===== src/rtl/edo_pkg.sv =====
package edo_pkg;
  typedef enum logic [3:0] {
    ST_IDLE, ST_ACT, ST_CSET, ST_COL, ST_CPRE, ST_PRE, ST_RCAS, ST_RRAS
  } edo_state_t;

  function automatic int imax(input int a, input int b);
    return (a > b) ? a : b;
  endfunction
endpackage


===== src/rtl/edo_ref_sched.sv =====
module edo_ref_sched #(
  parameter int PWRUP_CYC = 50000,
  parameter int REF_INT   = 3900,
  parameter int WARM_CNT  = 8
) (
  input  logic clk,
  input  logic rst,
  input  logic ref_ack,
  output logic ref_pend,
  output logic init_done
);
  localparam int PW = $clog2(PWRUP_CYC + 1);
  localparam int IW = $clog2(REF_INT + 1);
  localparam int WW = $clog2(WARM_CNT + 1);

  logic [PW-1:0] pw_cnt;
  logic          pw_done;
  logic [IW-1:0] iv_cnt;
  logic          per_flag;
  logic [WW-1:0] warm_left;

  always_ff @(posedge clk) begin
    if (rst) begin
      pw_cnt    <= '0;
      pw_done   <= 1'b0;
      iv_cnt    <= '0;
      per_flag  <= 1'b0;
      warm_left <= WW'(WARM_CNT);
    end else if (!pw_done) begin
      pw_cnt <= pw_cnt + 1'b1;
      if (pw_cnt == PW'(PWRUP_CYC - 1)) pw_done <= 1'b1;
    end else begin
      // ack clears first; a timer tick in the same cycle wins
      if (ref_ack) begin
        if (warm_left != '0) warm_left <= warm_left - 1'b1;
        else                 per_flag  <= 1'b0;
      end
      if (iv_cnt == IW'(REF_INT - 1)) begin
        iv_cnt   <= '0;
        per_flag <= 1'b1;
      end else begin
        iv_cnt <= iv_cnt + 1'b1;
      end
    end
  end

  assign ref_pend  = pw_done && ((warm_left != '0) || per_flag);
  assign init_done = pw_done && (warm_left == '0);

  assert_ack_pending_R10: assert property (@(posedge clk) disable iff (rst)
    ref_ack |-> ref_pend);
endmodule


===== src/rtl/edo_ras_guard.sv =====
module edo_ras_guard #(
  parameter int LIMIT = 2400,
  parameter int SLACK = 10,
  parameter int AGE_W = 13
) (
  input  logic             clk,
  input  logic             rst,
  input  logic             ras_n,
  output logic [AGE_W-1:0] age,
  output logic             close_req
);
  always_ff @(posedge clk) begin
    if (rst || ras_n)    age <= '0;
    else if (age != '1)  age <= age + 1'b1;
  end

  assign close_req = age >= AGE_W'(LIMIT);

  assert_ras_window_R11: assert property (@(posedge clk) disable iff (rst)
    age <= AGE_W'(LIMIT + SLACK));
endmodule


===== src/rtl/edo_seq.sv =====
module edo_seq
  import edo_pkg::*;
#(
  parameter int ROW_W  = 11,
  parameter int COL_W  = 10,
  parameter int ADDR_W = 11,
  parameter int LANES  = 4,
  parameter int LANE_W = 8,
  parameter int T_RCD  = 6,
  parameter int T_CAC  = 5,
  parameter int T_CP   = 3,
  parameter int T_RP   = 12,
  parameter int T_CSR  = 2,
  parameter int T_RFC  = 15
) (
  input  logic                   clk,
  input  logic                   rst,
  input  logic                   req_valid,
  output logic                   req_ready,
  input  logic                   req_we,
  input  logic [ROW_W+COL_W-1:0] req_addr,
  input  logic [LANES-1:0]       req_be,
  input  logic [LANES*LANE_W-1:0] req_wdata,
  output logic                   rd_valid,
  output logic [LANES*LANE_W-1:0] rd_data,
  input  logic                   ref_pend,
  input  logic                   init_done,
  input  logic                   close_req,
  output logic                   ref_ack,
  output logic                   ras_n,
  output logic [LANES-1:0]       cas_n,
  output logic                   we_n,
  output logic [ADDR_W-1:0]      addr,
  output logic [LANES*LANE_W-1:0] dq_out,
  output logic                   dq_oe,
  input  logic [LANES*LANE_W-1:0] dq_in
);
  localparam int TMAX = imax(imax(imax(T_RCD, T_CAC), imax(T_CP, T_RP)), imax(T_CSR, T_RFC));
  localparam int CW   = $clog2(TMAX + 1) + 1;

  edo_state_t       st;
  logic [CW-1:0]    cnt;
  logic [ROW_W-1:0] open_row;
  logic [COL_W-1:0] col_q;
  logic             cur_we;
  logic [LANES-1:0] cur_be;

  logic [ROW_W-1:0] req_row;
  logic [COL_W-1:0] req_col;
  logic             idle_take, page_take, accept;

  assign req_row   = req_addr[ROW_W+COL_W-1:COL_W];
  assign req_col   = req_addr[COL_W-1:0];
  assign idle_take = (st == ST_IDLE) && init_done && !ref_pend;
  assign page_take = (st == ST_CPRE) && (cnt == '0) && !ref_pend && !close_req &&
                     (req_row == open_row);
  assign req_ready = idle_take || page_take;
  assign accept    = req_valid && req_ready;

  always_ff @(posedge clk) begin
    if (rst) begin
      st <= ST_IDLE;  cnt <= '0;
      ras_n <= 1'b1;  cas_n <= '1;  we_n <= 1'b1;  addr <= '0;
      dq_out <= '0;   dq_oe <= 1'b0;
      rd_valid <= 1'b0;  rd_data <= '0;  ref_ack <= 1'b0;
      open_row <= '0; col_q <= '0;  cur_we <= 1'b0;  cur_be <= '0;
    end else begin
      rd_valid <= 1'b0;
      ref_ack  <= 1'b0;
      if (cnt != '0) cnt <= cnt - 1'b1;
      if (accept) begin
        col_q  <= req_col;
        cur_we <= req_we;
        cur_be <= req_be;
        dq_out <= req_wdata;
      end
      case (st)
        ST_IDLE: begin
          if (ref_pend) begin
            cas_n <= '0;  we_n <= 1'b1;  dq_oe <= 1'b0;
            st <= ST_RCAS;  cnt <= CW'(T_CSR - 1);
          end else if (accept) begin
            ras_n <= 1'b0;  addr <= ADDR_W'(req_row);  open_row <= req_row;
            st <= ST_ACT;  cnt <= CW'(T_RCD - 1);
          end
        end
        ST_ACT: if (cnt == '0) begin
          addr <= ADDR_W'(col_q);  we_n <= ~cur_we;  dq_oe <= cur_we;
          st <= ST_CSET;
        end
        ST_CSET: begin
          cas_n <= ~cur_be;
          st <= ST_COL;  cnt <= CW'(T_CAC - 1);
        end
        ST_COL: if (cnt == '0) begin
          cas_n <= '1;
          if (!cur_we) begin
            rd_valid <= 1'b1;
            rd_data  <= dq_in;
          end
          st <= ST_CPRE;  cnt <= CW'(T_CP - 1);
        end
        ST_CPRE: if (cnt == '0) begin
          if (accept) begin
            addr <= ADDR_W'(req_col);  we_n <= ~req_we;  dq_oe <= req_we;
            st <= ST_CSET;
          end else begin
            ras_n <= 1'b1;  we_n <= 1'b1;  dq_oe <= 1'b0;
            st <= ST_PRE;  cnt <= CW'(T_RP - 1);
          end
        end
        ST_PRE: if (cnt == '0) st <= ST_IDLE;
        ST_RCAS: if (cnt == '0) begin
          ras_n <= 1'b0;  ref_ack <= 1'b1;
          st <= ST_RRAS;  cnt <= CW'(T_RFC - 1);
        end
        ST_RRAS: if (cnt == '0) begin
          ras_n <= 1'b1;  cas_n <= '1;
          st <= ST_PRE;  cnt <= CW'(T_RP - 1);
        end
        default: st <= ST_IDLE;
      endcase
    end
  end

  assert_act_after_init_R2: assert property (@(posedge clk) disable iff (rst)
    ($fell(ras_n) && cas_n == '1) |-> init_done);
  assert_cbr_form_R3: assert property (@(posedge clk) disable iff (rst)
    ($fell(ras_n) && cas_n == '0) |-> (we_n && $past(cas_n) == '0));
  assert_early_write_R5: assert property (@(posedge clk) disable iff (rst)
    (!ras_n && $past(cas_n) == '1 && cas_n != '1 && !we_n) |-> !$past(we_n));
  assert_rd_pulse_R6: assert property (@(posedge clk) disable iff (rst)
    rd_valid |=> !rd_valid);
endmodule


===== src/rtl/edo_dram_ctrl.sv =====
module edo_dram_ctrl #(
  parameter int ROW_W     = 11,
  parameter int COL_W     = 10,
  parameter int ADDR_W    = 11,
  parameter int T_RCD     = 6,
  parameter int T_CAC     = 5,
  parameter int T_CP      = 3,
  parameter int T_RP      = 12,
  parameter int T_CSR     = 2,
  parameter int T_RFC     = 15,
  parameter int PWRUP_CYC = 50000,
  parameter int REF_INT   = 3900,
  parameter int RAS_LIMIT = 2400
) (
  input  logic                   clk,
  input  logic                   rst,
  input  logic                   req_valid,
  output logic                   req_ready,
  input  logic                   req_we,
  input  logic [ROW_W+COL_W-1:0] req_addr,
  input  logic [3:0]             req_be,
  input  logic [31:0]            req_wdata,
  output logic                   rd_valid,
  output logic [31:0]            rd_data,
  output logic                   dram_ras_n,
  output logic [3:0]             dram_cas_n,
  output logic                   dram_we_n,
  output logic [ADDR_W-1:0]      dram_addr,
  output logic [31:0]            dram_dq_out,
  output logic                   dram_dq_oe,
  input  logic [31:0]            dram_dq_in
);
  localparam int SLACK = T_CAC + T_CP + 2;
  localparam int AGE_W = $clog2(RAS_LIMIT + SLACK + 2) + 1;

  logic             ref_pend, init_done, ref_ack, close_req;
  logic [AGE_W-1:0] ras_age;

  edo_ref_sched #(.PWRUP_CYC(PWRUP_CYC), .REF_INT(REF_INT), .WARM_CNT(8)) u_sched (
    .clk(clk), .rst(rst), .ref_ack(ref_ack), .ref_pend(ref_pend), .init_done(init_done));

  edo_ras_guard #(.LIMIT(RAS_LIMIT), .SLACK(SLACK), .AGE_W(AGE_W)) u_guard (
    .clk(clk), .rst(rst), .ras_n(dram_ras_n), .age(ras_age), .close_req(close_req));

  edo_seq #(
    .ROW_W(ROW_W), .COL_W(COL_W), .ADDR_W(ADDR_W), .LANES(4), .LANE_W(8),
    .T_RCD(T_RCD), .T_CAC(T_CAC), .T_CP(T_CP), .T_RP(T_RP), .T_CSR(T_CSR), .T_RFC(T_RFC)
  ) u_seq (
    .clk(clk), .rst(rst), .req_valid(req_valid), .req_ready(req_ready), .req_we(req_we),
    .req_addr(req_addr), .req_be(req_be), .req_wdata(req_wdata),
    .rd_valid(rd_valid), .rd_data(rd_data),
    .ref_pend(ref_pend), .init_done(init_done), .close_req(close_req), .ref_ack(ref_ack),
    .ras_n(dram_ras_n), .cas_n(dram_cas_n), .we_n(dram_we_n), .addr(dram_addr),
    .dq_out(dram_dq_out), .dq_oe(dram_dq_oe), .dq_in(dram_dq_in));

  assert_rcd_R12: assert property (@(posedge clk) disable iff (rst)
    (!dram_ras_n && $past(dram_cas_n) == 4'hF && dram_cas_n != 4'hF) |->
      ras_age >= AGE_W'(T_RCD));
endmodule


===== config.mk =====
export PLATFORM = sky130hd
export DESIGN_NAME = edo_dram_ctrl
export DESIGN_NICKNAME = d
export VERILOG_FILES = /design/src/rtl/edo_pkg.sv /design/src/rtl/edo_ref_sched.sv /design/src/rtl/edo_ras_guard.sv /design/src/rtl/edo_seq.sv /design/src/rtl/edo_dram_ctrl.sv
export SDC_FILE = /design/constraint.sdc
export NUM_CORES = 1
export LEC_CHECK = 0
export ABC_AREA = 0
export BUFFER_PORTS_ARGS = -buffer_cell sky130_fd_sc_hd__buf_4
export CAP_MARGIN = 20
export CORE_UTILIZATION = 33
export CTS_CLUSTER_DIAMETER = 100
export DETAILED_ROUTE_END_ITERATION = 10
export PLACE_DENSITY = 0.62
export SYNTH_ARGS = -nofsm -noshare
export SYNTH_HDL_FRONTEND = slang
export SYNTH_SLANG_ARGS = --single-unit

===== constraint.sdc =====
create_clock -name clk -period 2.05 [get_ports clk]
set_input_delay 0.41 -clock clk [delete_from_list [all_inputs] [get_ports clk]]
set_output_delay 0.41 -clock clk [all_outputs]
set_load 0.05 [all_outputs]

==> results.ini, run 1 <==
[critical_path]
cpMaxStageDelayCell=or3b_4
cp_max_fo=5
cp.depth=8
cp_num_buf_inv=4
r2r_start=u_sched.warm_left[0]
crit_required_ps=1640
reg2reg_to=u_seq.st[0]
max_stage_delay_ps=380
start_kind=register
cpMostUsedCell=buf_4
critical_path_arrival_ps=2030
path_cells=inv_2, ha_1, or3b_4, buf_4, nor3_2, buf_4, nand2b_4, buf_8
crit_family=simple AND/OR/NAND/NOR gates
r2r_slack_ps=-210
crit_path_end_kind=primary output
ff2ff_path_depth=9
critPathKind=register to primary output

[die]
die_h_microns=151
core_sq_mm=0.0214
die_area_sq_mm=0.0227
fp.dieW_microns=151
start_util=0.341
io_pins=177
rows=53

[logic_synthesis]
yosysTopAreaCell=dfxtp_1
yosysWarnings=0
synthArstFlopShare=0
synth_cell_types=57
synth_cells=931
synthFlopType=dfxtp_1
ys_seq_elements=165
yosys-top-cells-area=dfxtp_1, nand2_1, a21oi_1, nor2_1, xnor2_1
synth.most_common_cell=nand2_1
mappedNetlistArea_sq_mm=0.00729
yosysSeqAreaShare=0.453
synth_area_per_cell_sq_um=7.83
synth_top_area_frac=0.453
yosys-top-cells-count=nand2_1, dfxtp_1, a21oi_1
synth_nets=1034
synth_edf_count=0

[timing]
fin_ws_ps=-386
max_freq_mhz=410
hold_viol=0
worst_pin_slew_ps=554
grt_setup_unrepaired=yes
period_needed_ps=2440
finalSetupViolCount=67
period_share=1.19
slew_headroom=0.631
finalClockSkew_ps=10.6
report.final.slew_viol_count=0

[final_layout]
fin_cells=1438
final_core_util=0.477
diodes=0
nNetsFinal=1253
fillers=2108
synthToLayoutAreaGrowth_pct=39.8
final_layout_size_suffix_gt1_frac=0.298

[power]
ir_worst_vdd_mv=0.610
power_leakage_nw=3.93
powerDensity_mw_per_mm2=761

[status]
violations=setup timing
outcome=finished, violations left

[grt]
grt_pass1_wl_microns=31600
antenna_found_initial=0
gr-usage-all-layers=0.178
grt_overflow=0
grt_max_degree=54
grt_pass1_vias=6268

[place]
dp_cells=1399
port_buffers=176
dp_hpwl_microns=14600
routabilityCongestion=0.844

[cts]
htree_levels=4
clock_path_buffers=2
hold_buffers=0
clk_pin_slew_worst_paths_ps=70
root_buffer=clkbuf_16
cts_sinks=165
cts_buffers=17
cts_tree=built
insertion_delay_ps=430

[worst_hold_path]
min_to=u_seq.rd_data[0]
worstHoldStart=dram_dq_in[0]
hold_path_class=primary input to register
holdPathStages=3

[routing]
vias_per_cell=4.87
remaining_drc_errors=0
firstDrtPassIters=5
via_count=7000
drt_iter0_drc=440
wl_microns=20400
drtAntennaViolNets=0
wl_per_cell_microns=14.2

[job]
cap_viol_max_count=0

[worst max-delay path by stage]
stage	startpoint	end	slack (ps)
final	u_sched.warm_left[0]	req_ready	-390
after global routing	u_seq.cnt[1]	req_ready	-480
after CTS	u_sched.warm_left[1]	req_ready	-470
after detailed placement	u_sched.warm_left[1]	u_seq.dq_out[4]	-190
after global placement	u_sched.warm_left[1]	u_seq.dq_out[0]	-100
after floorplan	u_sched.warm_left[0]	u_seq.st[0]	-20
[through the flow]
| stage | worst slack, ps | hold WS [ps] | setup TNS, ps | power [mW] | instance area [sq um] |
|---|---|---|---|---|---|
| 2_1_floorplan | -15.3 | 429 | -15.3 | 4.00 | 7330 |
| 3_3_place_gp | -105 | 438 | -4580 | 4.49 | 9420 |
| 3_5_place_dp | -194 | 443 | -9420 | 4.49 | 9420 |
| 4_1_cts | -466 | 203 | -11000 | 7.74 | 10100 |
| 5_1_grt | -476 | 207 | -15900 | 8.07 | 10200 |
| 6_report | -386 | 219 | -9400 | 7.74 | 10200 |
[registers in the layout, indices dropped and copies added (netlist names)]
name               cells
u_seq.dq_out          32
u_seq.rd_data         32
u_sched.pw_cnt        16
u_guard.age           13
u_sched.iv_cnt        12
u_seq.addr            11
u_seq.open_row        11
u_seq.col_q           10
u_seq.cnt              5
u_sched.warm_left      4
u_seq.cas_n            4
u_seq.cur_be           4
u_seq.st               3
u_sched.per_flag       1
u_sched.pw_done        1
u_seq.cur_we           1
u_seq.dq_oe            1
u_seq.ras_n            1
u_seq.rd_valid         1
u_seq.ref_ack          1
u_seq.we_n             1
[repair_timing]
item | in CTS | in global routing
setup buffers | 2 | 5
cloned | 0 | 0
resized for setup | 19 | 13
pin swaps | 10 | 10
endpoints found under the setup margin | 68 | 113
[placed cells by master, fill, tap and decap left out, drive strengths merged, types with 17 or more instances in the layout]
cell type  count
a21oi        126
xnor2         27
inv           23
nor2          87
buf          261
xor2          23
nand2        231
nor3          19
nand3         26
clkbuf        17
o21ai         29
dfxtp        165
[worst register-to-register path, delay by kind of cell, from the launching register on]
family / cells / cell delay [ps]
and+or+nand+nor: 4 / 1190
adders and majority gates: 1 / 130
DFF: 1 / 320
AOI/OAI and AO/OA: 2 / 380
buffers and inverters: 2 / 190
[cells by family after synthesis]
kind of cell,synth area share
and+or+nand+nor,0.250
AOI/OAI and AO/OA,0.167
DFF,0.453
buffers and inverters,0.0445
xor gates and xnor gates,0.0601
adders and majority gates,0.0172
muxes,0.00824
[report_power, final]
part | internal [mW] | switching [mW] | leakage, nW | total [mW]
sequential | 3.26 | 0.0476 | 1.33 | 3.31
combinational | 0.625 | 0.572 | 2.32 | 1.20
clock | 1.83 | 1.41 | 0.286 | 3.24
[final cells by class]
type                       instances  area [sq um]  share of cell area
clock buffer                      17           425              0.0418
sequential                       165          3310               0.325
inverter                          17          63.8             0.00627
tap                              275           344              0.0338
multi-input combinational        688          3800               0.373
clock inverter                    15           166              0.0163
timing repair buffer             261          2070               0.204
[metal layers]
layer  up-vias  share of wire  track usage
met5         -              0            0
met4         0          0.017       0.0630
met3        23          0.049       0.0336
met2       158           0.47        0.279
met1      3234           0.46        0.242
li1       3585              -            -
Note: power is estimated with default switching activity, not from simulation.
==> run 2: changes to the inputs <==
--- a/config.mk
+++ b/config.mk
@@ -11,7 +11,7 @@
 export CORE_UTILIZATION = 33
 export CTS_CLUSTER_DIAMETER = 100
 export DETAILED_ROUTE_END_ITERATION = 10
-export PLACE_DENSITY = 0.62
+export PLACE_DENSITY = 0.66
 export SYNTH_ARGS = -nofsm -noshare
 export SYNTH_HDL_FRONTEND = slang
 export SYNTH_SLANG_ARGS = --single-unit
==> run 2 against run 1 <==
The run still ends with setup timing left. Sequential power barely moved. Sequential share of layout area fell by 3.5 points. Non-clock buffer count rose by 9.
==> results.ini, run 2 (same netlist as run 1, synthesis figures left out) <==
[status]
outcome=finished, violations left  ; unchanged
violations=setup timing  ; unchanged

[routing]
wl_microns=22900  ; was 20400 microns
drt_iter0_drc=486  ; was 440
via_count=7328  ; was 7000
firstDrtPassIters=5  ; unchanged
vias_per_cell=5.06  ; was 4.87
wl_per_cell_microns=15.9  ; was 14.2 microns
remaining_drc_errors=0  ; unchanged
drtAntennaViolNets=0  ; unchanged

[power]
powerDensity_mw_per_mm2=691  ; was 761 mW/mm^2
ir_worst_vdd_mv=0.618  ; was 0.610 mV
power_leakage_nw=4.50  ; was 3.93 nW
power.share.sequential=0.421  ; was 0.427
switching_share=0.275  ; was 0.262
p_comb_frac=0.179  ; was 0.155
pwr-share-clk=0.400  ; was 0.418
intPower_mw=5.71  ; about the same
p_switching_mw=2.17  ; was 2.03 mW

[cts]
clk_pin_slew_worst_paths_ps=60  ; was 70 ps
clock_path_buffers=2  ; unchanged
cts_sinks=165  ; unchanged
insertion_delay_ps=430  ; about the same
htree_levels=4  ; unchanged
hold_buffers=0  ; unchanged
cts_tree=built  ; unchanged
cts_buffers=17  ; unchanged
root_buffer=clkbuf_16  ; unchanged

[timing]
slew_headroom=0.521  ; was 0.631
period_share=1.21  ; was 1.19
finalSetupViolCount=101  ; was 67
fin_ws_ps=-432  ; was -386 ps
finalClockSkew_ps=11.5  ; was 10.6 ps
period_needed_ps=2480  ; was 2440 ps
hold_viol=0  ; unchanged
grt_setup_unrepaired=yes  ; unchanged
worst_pin_slew_ps=718  ; was 554 ps
report.final.slew_viol_count=0  ; unchanged
max_freq_mhz=403  ; was 410 MHz

[final_layout]
fillers=1878  ; was 2108
final_core_util=0.534  ; was 0.477
final_layout_size_suffix_gt1_frac=0.462  ; was 0.298
synthToLayoutAreaGrowth_pct=56.5  ; was 39.8%
final_cell_mix=buf_4, dfxtp_1, nand2_1  ; was buf_4, nand2_1, dfxtp_1
final_common_cell=buf_4  ; unchanged
nNetsFinal=1262  ; was 1253
diodes=0  ; unchanged
top_regs=u_seq.dq_out (32), u_seq.rd_data (32), u_sched.pw_cnt (16)  ; unchanged
final_cell_area_sq_mm=0.0114  ; was 0.0102 sq mm

[critical_path]
cp_max_fo=5  ; unchanged
path_cells=inv_2, ha_4, or3b_4, buf_4, nor3_2, buf_4, nand2b_4, buf_8  ; was inv_2, ha_1, or3b_4, buf_4, nor3_2, buf_4, nand2b_4, buf_8
cp_num_buf_inv=4  ; unchanged
cpMaxStageDelayCell=or3b_4  ; unchanged
cpMostUsedCell=buf_4  ; unchanged
max_stage_delay_ps=370  ; was 380 ps
critPathKind=register to primary output  ; unchanged
crit_family=simple AND/OR/NAND/NOR gates  ; unchanged
start_kind=register  ; unchanged
crit_path_end_kind=primary output  ; unchanged
crit_required_ps=1640  ; about the same
critical_path_arrival_ps=2070  ; was 2030 ps

[grt]
gr-usage-all-layers=0.178  ; about the same
grt_max_degree=53  ; was 54
grt_pass1_wl_microns=32100  ; was 31600 microns
antenna_found_initial=0  ; unchanged
grt_pass1_vias=6522  ; was 6268
grt_overflow=0  ; unchanged

[place]
place_area_sq_mm=0.00932  ; was 0.00942 sq mm
port_buffers=176  ; unchanged
routabilityCongestion=0.830  ; was 0.844
place_ws_ps=-172  ; was -194 ps
dp_hpwl_microns=14300  ; was 14600 microns

[die]
die_area_sq_mm=0.0227  ; unchanged
io_pins=177  ; unchanged
die_h_microns=151  ; unchanged
fp.dieW_microns=151  ; unchanged
core_sq_mm=0.0214  ; unchanged
start_util=0.341  ; unchanged
rows=53  ; unchanged

[worst_hold_path]
hold_path_class=primary input to register  ; unchanged

[job]
cap_viol_max_count=0  ; unchanged

## run 2: cell count changes in the layout (fill, tap and decap cells not counted), sizes merged
cell      delta
clkbuf      +12
bufinv       -1
buf          +1
clkinv       -1
inv          -3
clkinvlp     +1
## run 2: repair_timing
| item | in CTS | in global routing |
|---|---|---|
| setup buffers | 6 | 16 |
| gates cloned | 0 | 11 |
| pin swaps | 5 | 165 |
| endpoints found under the setup margin | 103 | 114 |
| resized for setup | 16 | 305 |
## run 2: final cells by class
cell class / count / area, sq um / area share
well taps: 275 / 344 / 0.0302
repair buffers: 270 / 2370 / 0.208
flip-flops and latches: 165 / 3310 / 0.290
inverters: 17 / 63.8 / 0.00560
clock buffers: 21 / 460 / 0.0404
clock inverters: 11 / 118 / 0.0103
multi-input cells: 688 / 4740 / 0.416
## run 2: final timing paths
path | from | endpoint | slack [ps] | cells past startpoint
worst max-delay path | u_sched.warm_left[1] | req_ready | -430 | 8
worst min register to register | u_seq.col_q[4] | u_seq.col_q[4] | 460 | 2
worst min-delay path | req_wdata[20] | u_seq.dq_out[20] | 220 | 3
worst max register to register | u_seq.cnt[1] | u_seq.dq_out[27] | -240 | 11
## run 2: per-layer routing
metal | vias to the layer above | global-route usage | routed length (microns)
met5 | - | 0 | 0
met3 | 37 | 0.0524 | 1410
met2 | 220 | 0.276 | 10800
met1 | 3453 | 0.235 | 10300
met4 | 0 | 0.0615 | 466
li1 | 3618 | - | -
## run 2: through the flow
| stage | instances | setup TNS (ps) | hold WS [ps] | total power [mW] |
|---|---|---|---|---|
| after floorplan | 931 | -15.3 | 429 | 4.00 |
| after global placement | 1387 | -2900 | 438 | 4.44 |
| after detailed placement | 1387 | -7550 | 447 | 4.45 |
| after CTS | 1425 | -25880 | 207 | 7.59 |
| after global routing | 1447 | -21900 | 209 | 8.15 |
| final | 1447 | -15180 | 221 | 7.87 |
## run 2: power by group through the flow
stage                     Sequential, mW  Clock, mW  Combinational (mW)
after floorplan                     3.39          0               0.602
final                               3.31       3.15                1.41
after global placement              3.38          0                1.06
after global routing                3.31       3.34                1.50
after detailed placement            3.38          0                1.08
after CTS                           3.30       3.19                1.10
## run 2: worst reg2reg max path, stage by stage, from the launching register on
cell,delay [ps]
dfxtp_2,320
inv_2,80
ha_4,150
nor4b_4,350
and2_4,220
and3_4,180
buf_4,120
a41o_4,280
buf_12,170
clkbuf_16,190
nand2_4,50
a21oi_2,130
